<file path="src/rtl/adq_pkg.sv">
package adq_pkg;

  typedef enum logic [1:0] {
    ST_IDLE = 2'd0,
    ST_ARM  = 2'd1,
    ST_HELD = 2'd2,
    ST_DROP = 2'd3
  } adq_state_e;

  typedef struct packed {
    logic det_bias;
    logic det_valid;
    logic sup_uvlo;
    logic sup_gt_bat;
    logic ovp_trip;
    logic ovp_release;
    logic pwr_up;
  } adq_flags_t;

  localparam int ADQ_FLAG_W = $bits(adq_flags_t);

endpackage

</file>
<file path="src/rtl/adq_sync.sv">
module adq_sync #(
  parameter int WIDTH  = 7,
  parameter int STAGES = 2
) (
  input  logic             clk,
  input  logic             rst_n,
  input  logic [WIDTH-1:0] d_i,
  output logic [WIDTH-1:0] q_o
);

  for (genvar b = 0; b < WIDTH; b++) begin : g_bit
    logic [STAGES-1:0] sh_q;
    logic [STAGES-1:0] sh_d;

    always_comb begin
      sh_d = {sh_q[STAGES-2:0], d_i[b]};
    end

    always_ff @(posedge clk or negedge rst_n) begin
      if (!rst_n) sh_q <= '0;
      else        sh_q <= sh_d;
    end

    assign q_o[b] = sh_q[STAGES-1];
  end

endmodule

</file>
<file path="src/rtl/adq_ovp_latch.sv">
module adq_ovp_latch (
  input  logic clk,
  input  logic rst_n,
  input  logic trip_i,
  input  logic release_i,
  output logic active_o
);

  logic act_q;
  logic act_d;

  always_comb begin
    act_d = act_q;
    if (trip_i)         act_d = 1'b1;
    else if (release_i) act_d = 1'b0;
  end

  always_ff @(posedge clk or negedge rst_n) begin
    if (!rst_n) act_q <= 1'b0;
    else        act_q <= act_d;
  end

  assign active_o = act_q;

  AST_OVP_HOLD: assert property (@(posedge clk) disable iff (!rst_n)
    (!trip_i && !release_i) |=> $stable(active_o));
  AST_OVP_TRIP_WINS: assert property (@(posedge clk) disable iff (!rst_n)
    trip_i |=> active_o);

endmodule

</file>
<file path="src/rtl/adq_deglitch.sv">
module adq_deglitch
  import adq_pkg::*;
#(
  parameter int SHORT_TC = 150000,
  parameter int LONG_TC  = 1300000,
  parameter int FALL_TC  = 3
) (
  input  logic clk,
  input  logic rst_n,
  input  logic tick_i,
  input  logic qual_i,
  input  logic force_off_i,
  input  logic pwr_up_i,
  input  logic long_only_i,
  output logic valid_o
);

  localparam int CW = $clog2(LONG_TC + 1);
  localparam logic [CW-1:0] SHORT_LAST = CW'(SHORT_TC - 1);
  localparam logic [CW-1:0] LONG_LAST  = CW'(LONG_TC - 1);
  localparam logic [CW-1:0] FALL_LAST  = CW'(FALL_TC - 1);

  adq_state_e    st_q, st_d;
  logic [CW-1:0] cnt_q, cnt_d;
  logic          first_q, first_d;
  logic [CW-1:0] rise_last;

  always_comb begin
    rise_last = (long_only_i || first_q) ? LONG_LAST : SHORT_LAST;
  end

  always_comb begin
    st_d  = st_q;
    cnt_d = cnt_q;
    unique case (st_q)
      ST_IDLE: begin
        cnt_d = '0;
        if (qual_i && !force_off_i) st_d = ST_ARM;
      end
      ST_ARM: begin
        if (force_off_i || !qual_i) begin
          st_d  = ST_IDLE;
          cnt_d = '0;
        end else if (tick_i) begin
          if (cnt_q == rise_last) begin
            st_d  = ST_HELD;
            cnt_d = '0;
          end else begin
            cnt_d = cnt_q + CW'(1);
          end
        end
      end
      ST_HELD: begin
        cnt_d = '0;
        if (force_off_i)  st_d = ST_IDLE;
        else if (!qual_i) st_d = ST_DROP;
      end
      ST_DROP: begin
        if (force_off_i) begin
          st_d  = ST_IDLE;
          cnt_d = '0;
        end else if (qual_i) begin
          st_d  = ST_HELD;
          cnt_d = '0;
        end else if (tick_i) begin
          if (cnt_q == FALL_LAST) begin
            st_d  = ST_IDLE;
            cnt_d = '0;
          end else begin
            cnt_d = cnt_q + CW'(1);
          end
        end
      end
      default: begin
        st_d  = ST_IDLE;
        cnt_d = '0;
      end
    endcase
  end

  always_comb begin
    first_d = first_q;
    if (!pwr_up_i)                             first_d = 1'b0;
    else if (st_q == ST_ARM && st_d == ST_HELD) first_d = 1'b1;
  end

  always_ff @(posedge clk or negedge rst_n) begin
    if (!rst_n) begin
      st_q    <= ST_IDLE;
      cnt_q   <= '0;
      first_q <= 1'b0;
    end else begin
      st_q    <= st_d;
      cnt_q   <= cnt_d;
      first_q <= first_d;
    end
  end

  assign valid_o = (st_q == ST_HELD) || (st_q == ST_DROP);

  AST_RISE_NEEDS_QUAL: assert property (@(posedge clk) disable iff (!rst_n)
    $rose(valid_o) |-> ($past(qual_i) && $past(tick_i)));
  AST_FALL_WAITS_TICK: assert property (@(posedge clk) disable iff (!rst_n)
    (valid_o && !tick_i && !force_off_i) |=> valid_o);
  AST_HISTORY_CLEAR: assert property (@(posedge clk) disable iff (!rst_n)
    !pwr_up_i |=> !first_q);
  AST_CNT_BOUND: assert property (@(posedge clk) disable iff (!rst_n)
    cnt_q <= LONG_LAST);

endmodule

</file>
<file path="src/rtl/adapter_qualifier.sv">
module adapter_qualifier
  import adq_pkg::*;
#(
  parameter int SHORT_TC    = 150000,
  parameter int LONG_TC     = 1300000,
  parameter int FALL_TC     = 3,
  parameter int SYNC_STAGES = 2
) (
  input  logic clk,
  input  logic rst_n,
  input  logic tick_us_i,
  input  logic det_bias_i,
  input  logic det_valid_i,
  input  logic sup_uvlo_ok_i,
  input  logic sup_gt_bat_i,
  input  logic ovp_trip_i,
  input  logic ovp_release_i,
  input  logic pwr_up_i,
  input  logic long_only_i,
  output logic valid_o,
  output logic bias_en_o,
  output logic valid_status_o
);

  adq_flags_t raw_flags;
  adq_flags_t syn_flags;
  logic       ovp_act;
  logic       qual;
  logic       bias_q, bias_d;
  logic       valid_int;

  always_comb begin
    raw_flags.det_bias    = det_bias_i;
    raw_flags.det_valid   = det_valid_i;
    raw_flags.sup_uvlo    = sup_uvlo_ok_i;
    raw_flags.sup_gt_bat  = sup_gt_bat_i;
    raw_flags.ovp_trip    = ovp_trip_i;
    raw_flags.ovp_release = ovp_release_i;
    raw_flags.pwr_up      = pwr_up_i;
  end

  adq_sync #(
    .WIDTH  (ADQ_FLAG_W),
    .STAGES (SYNC_STAGES)
  ) sync_i (
    .clk   (clk),
    .rst_n (rst_n),
    .d_i   (raw_flags),
    .q_o   (syn_flags)
  );

  adq_ovp_latch ovp_i (
    .clk       (clk),
    .rst_n     (rst_n),
    .trip_i    (syn_flags.ovp_trip),
    .release_i (syn_flags.ovp_release),
    .active_o  (ovp_act)
  );

  always_comb begin
    qual = syn_flags.det_valid && syn_flags.sup_uvlo &&
           syn_flags.sup_gt_bat && !ovp_act;
  end

  adq_deglitch #(
    .SHORT_TC (SHORT_TC),
    .LONG_TC  (LONG_TC),
    .FALL_TC  (FALL_TC)
  ) dg_i (
    .clk         (clk),
    .rst_n       (rst_n),
    .tick_i      (tick_us_i),
    .qual_i      (qual),
    .force_off_i (ovp_act),
    .pwr_up_i    (syn_flags.pwr_up),
    .long_only_i (long_only_i),
    .valid_o     (valid_int)
  );

  always_comb begin
    bias_d = syn_flags.det_bias && syn_flags.sup_uvlo;
  end

  always_ff @(posedge clk or negedge rst_n) begin
    if (!rst_n) bias_q <= 1'b0;
    else        bias_q <= bias_d;
  end

  assign valid_o        = valid_int;
  assign valid_status_o = valid_int;
  assign bias_en_o      = bias_q;

  AST_OVP_FORCES_LOW: assert property (@(posedge clk) disable iff (!rst_n)
    ovp_act |=> !valid_o);
  AST_VALID_NEEDS_DETECT: assert property (@(posedge clk) disable iff (!rst_n)
    $rose(valid_o) |-> $past(syn_flags.det_valid && syn_flags.sup_gt_bat));

endmodule

</file>
<file path="config.mk">
export PLATFORM = sky130hd
export DESIGN_NAME = adapter_qualifier
export DESIGN_NICKNAME = d
export VERILOG_FILES = /design/src/rtl/adq_pkg.sv /design/src/rtl/adq_sync.sv /design/src/rtl/adq_ovp_latch.sv /design/src/rtl/adq_deglitch.sv /design/src/rtl/adapter_qualifier.sv
export SDC_FILE = /design/constraint.sdc
export NUM_CORES = 1
export LEC_CHECK = 0
export BUFFER_PORTS_ARGS = -buffer_cell sky130_fd_sc_hd__buf_2
export CAP_MARGIN = 20
export CORE_ASPECT_RATIO = 0.7
export CORE_MARGIN = 2
export CORE_UTILIZATION = 56
export CTS_BUF_LIST = sky130_fd_sc_hd__clkbuf_4
export DETAILED_ROUTE_END_ITERATION = 8
export HOLD_SLACK_MARGIN = 0.02
export PLACE_DENSITY = 0.81
export SETUP_SLACK_MARGIN = 0.05
export SLEW_MARGIN = 20
export SYNTH_ARGS = -nofsm -noshare
export SYNTH_HDL_FRONTEND = slang
export SYNTH_HIERARCHICAL = 1
export SYNTH_SLANG_ARGS = --single-unit
export TNS_END_PERCENT = 10
</file>
<file path="constraint.sdc">
create_clock -name clk -period 2.1 [get_ports clk]
set_clock_uncertainty 0.05 [all_clocks]
set_input_delay 0.21 -clock clk [delete_from_list [all_inputs] [get_ports clk]]
set_output_delay 0.21 -clock clk [all_outputs]
set_load 0.02 [all_outputs]
</file>
==> results_dict.tcl <==
set metrics [dict create \
    hold_viol_final 0 \
    io_buffer_count 13 \
    synth_top_cells_by_area "dfrtp_1, xnor2_1, nor2_1" \
    rsz0062_at_grt "true" \
    synth-edff-count 0 \
    first_global_vias 1369 \
    vias 1454 \
    placed_cell_area_um2 2110 \
    antenna_cells 0 \
    drt_pass1_iterations 4 \
    crit_slowest_cell "or4_4" \
    start_util_pct 60.0 \
    grt_pass1_wl_um 6560 \
    clock_path_buffers 2 \
    setup_slack_ns -0.0683 \
    crit_arrival_ns 2.35 \
    final_cell_mix "dfrtp_1, nor2_1, xnor2_1, buf_4, nand2_1" \
    postSynthCellCount 184 \
    r2r_start "dg_i/cnt_q[12]" \
    startpoint_type "register" \
    cts_buffers 5 \
    finalCritPeriodShare_pct 103 \
    worstPathRequired_ns 2.29 \
    setup-tns-final_ns -0.822 \
    worstSkewPairLatency_ns 0.35 \
    cp_max_fo 16 \
    gr-usage-all-layers_pct 23.0 \
    synth_top_area_share_pct 51.6 \
    async_flop_share_pct 100 \
    layout-drive-gt1-share_pct 25.8 \
    cellLeakagePower_uw 0.000919 \
    drv_slew 0 \
    endpoint_kind "register" \
    fin_area_um2 2280 \
    hold_slack_ns 0.160 \
    cp_cell_sequence "or4_4 > nor4_2 > buf_4 > a2111oi_2 > a211oi_4 > buf_6 > nor2_1" \
    syn_avg_cell_area_um2 10.5 \
    r2r_cells 7 \
    die_y_um 53.3 \
    io-pin-count 14 \
    fillCellCount 236 \
    setup_viol 17 \
    clkTransAtPathRegs_ns 0.11 \
    grt_overflow 0 \
    layout-area-overhead-vs-synth_pct 17.7 \
    status "finished, violations left" \
    num_rows 17 \
    power_density_nw_per_um2 590 \
    crit_type "register to register" \
    cts_root_buf "clkbuf_4" \
    synth_top_area_cell "dfrtp_1" \
    fmax_ghz 0.461 \
    max_stage_delay_ns 0.57 \
    drc 0 \
    cap_viol_max_count 0 \
    crit_family "simple AND/OR/NAND/NOR gates" \
    cts_htree_levels 2 \
    synth_seq_cells 40 \
    cts_sinks 40 \
    first_iter_violations 205 \
    routed_wl_um 3900 \
    die_x_um 74.4 \
    final_util_pct 70.7 \
    synth.distinct_cells 45 \
    synth_ff_type "dfrtp_1" \
    dieArea_um2 3960 \
    multi_input_area_um2 838 \
    cp_num_buf_inv 2 \
    layout_commonest_cell "dfrtp_1" \
    detail-route-antenna-nets 0 \
    whs_path_depth 3 \
    ir_drop_v 0.000367 \
    antenna_found_initial 0 \
    wl_per_cell_um 14.8 \
    min_period_ns 2.17 \
    routabilityCongestion 0.904 \
    rrSetupSlack_ns -0.07 \
    mappedNetlistNets 197 \
    crit_start "dg_i/cnt_q[12]" \
    violations "negative setup slack" \
    yosysSeqAreaShare_pct 51.6 \
    synth_area_um2 1940 \
    endpoint "dg_i/cnt_q[18]" \
    vias_per_cell 5.51 \
    cts_tree "done" \
    hpwl_um 2740 \
    nets 229 \
    yosysWarnings 6 \
    cp.depth 7 \
    hold_class "primary input to register" \
    timing.slew.headroom_pct 43.1 \
    seq_area_um2 1000 \
    core_area_um2 3230 \
    worst_pin_slew_ns 0.853 \
    grt_max_degree 41 \
    r2r_end "dg_i/cnt_q[18]" \
]
-- registers in the layout, summed over array words and instances, names as in the netlist --
| name | count |
|---|---|
| ovp_i/active_o | 1 |
| dg_i/first_q | 1 |
| dg_i/cnt_q | 21 |
| sync_i/g_bit.sh_q | 14 |
| dg_i/st_q | 2 |
| bias_en_o | 1 |
-- cell usage after synthesis (all sizes together), types with 3 or more instances --
master,number
buf,11
and4,4
inv,6
dfrtp,40
nor2,27
or4,3
nor3,12
nand2,14
nor4,7
o21ai,5
nor3b,3
xnor2,17
nand3,4
-- per-stage QoR --
stage | instances | total power, uW | setup slack (ns)
3_3_place_gp | 248 | 843 | 0.0173
6_report | 264 | 1350 | -0.0683
3_5_place_dp | 248 | 845 | -0.0486
5_1_grt | 264 | 1400 | -0.145
2_1_floorplan | 184 | 824 | -0.0915
4_1_cts | 264 | 1360 | -0.0604
-- worst min-delay path by stage --
| stage | start | to |
|---|---|---|
| floorplan | rst_n | bias_en_o |
| global placement | sup_gt_bat_i | sync_i/g_bit[3].sh_q[0] |
| detailed placement | sup_uvlo_ok_i | sync_i/g_bit[4].sh_q[0] |
| CTS | tick_us_i | dg_i/st_q[1] |
| global route | tick_us_i | dg_i/st_q[1] |
| finish | tick_us_i | dg_i/st_q[1] |
-- timing repair --
| item | CTS | global route |
|---|---|---|
| gates resized for setup | 2 | 2 |
| setup endpoints to repair | 21 | 23 |
| pin swaps | 3 | 0 |
| endpoints found under the hold margin | 47 | 0 |
| buffers inserted | 0 | 0 |
| hold buffers | 8 | 0 |
-- worst min-delay path: cells and delay by family --
kind                   cells  cell delay [ns]
AO/OA/AOI/OAI              1             0.08
buffers and inverters      1             0.13
AND/OR/NAND/NOR            1             0.09
-- cells by family after synthesis --
| logic type | synth area share, % |
|---|---|
| flip-flops | 51.6 |
| buffers and inverters | 6.58 |
| AO/OA/AOI/OAI | 7.22 |
| AND/OR/NAND/NOR | 24.7 |
| adder cells (fa/ha/maj) | 1.29 |
| XOR/XNOR | 8.12 |
| multiplexers | 0.516 |
-- where the power goes --
group / switching [uW] / internal [uW] / leakage, uW
clock: 246 / 263 / 0.0000456
sequential: 5.93 / 786 / 0.000522
combinational: 26.1 / 22.2 / 0.000351
total: 278 / 1070 / 0.000919
-- layout make-up --
cell class	instances	share of cell area [%]
inverters	6	0.986
flip-flops and latches	40	43.8
well taps	47	2.57
clock buffers	6	1.97
multi-input cells	124	36.7
clock inverters	2	1.53
repair buffers	39	12.4
-- layer usage --
metal  up-vias  GRT usage [%]  share of wire (%)
li1        694              -                  -
met1       708           33.0                 48
met2        44           34.4                 45
met3         8           5.52                5.3
met4         0           8.04                1.5
met5         -              0                  0
Power figures use the tool's default switching activity.
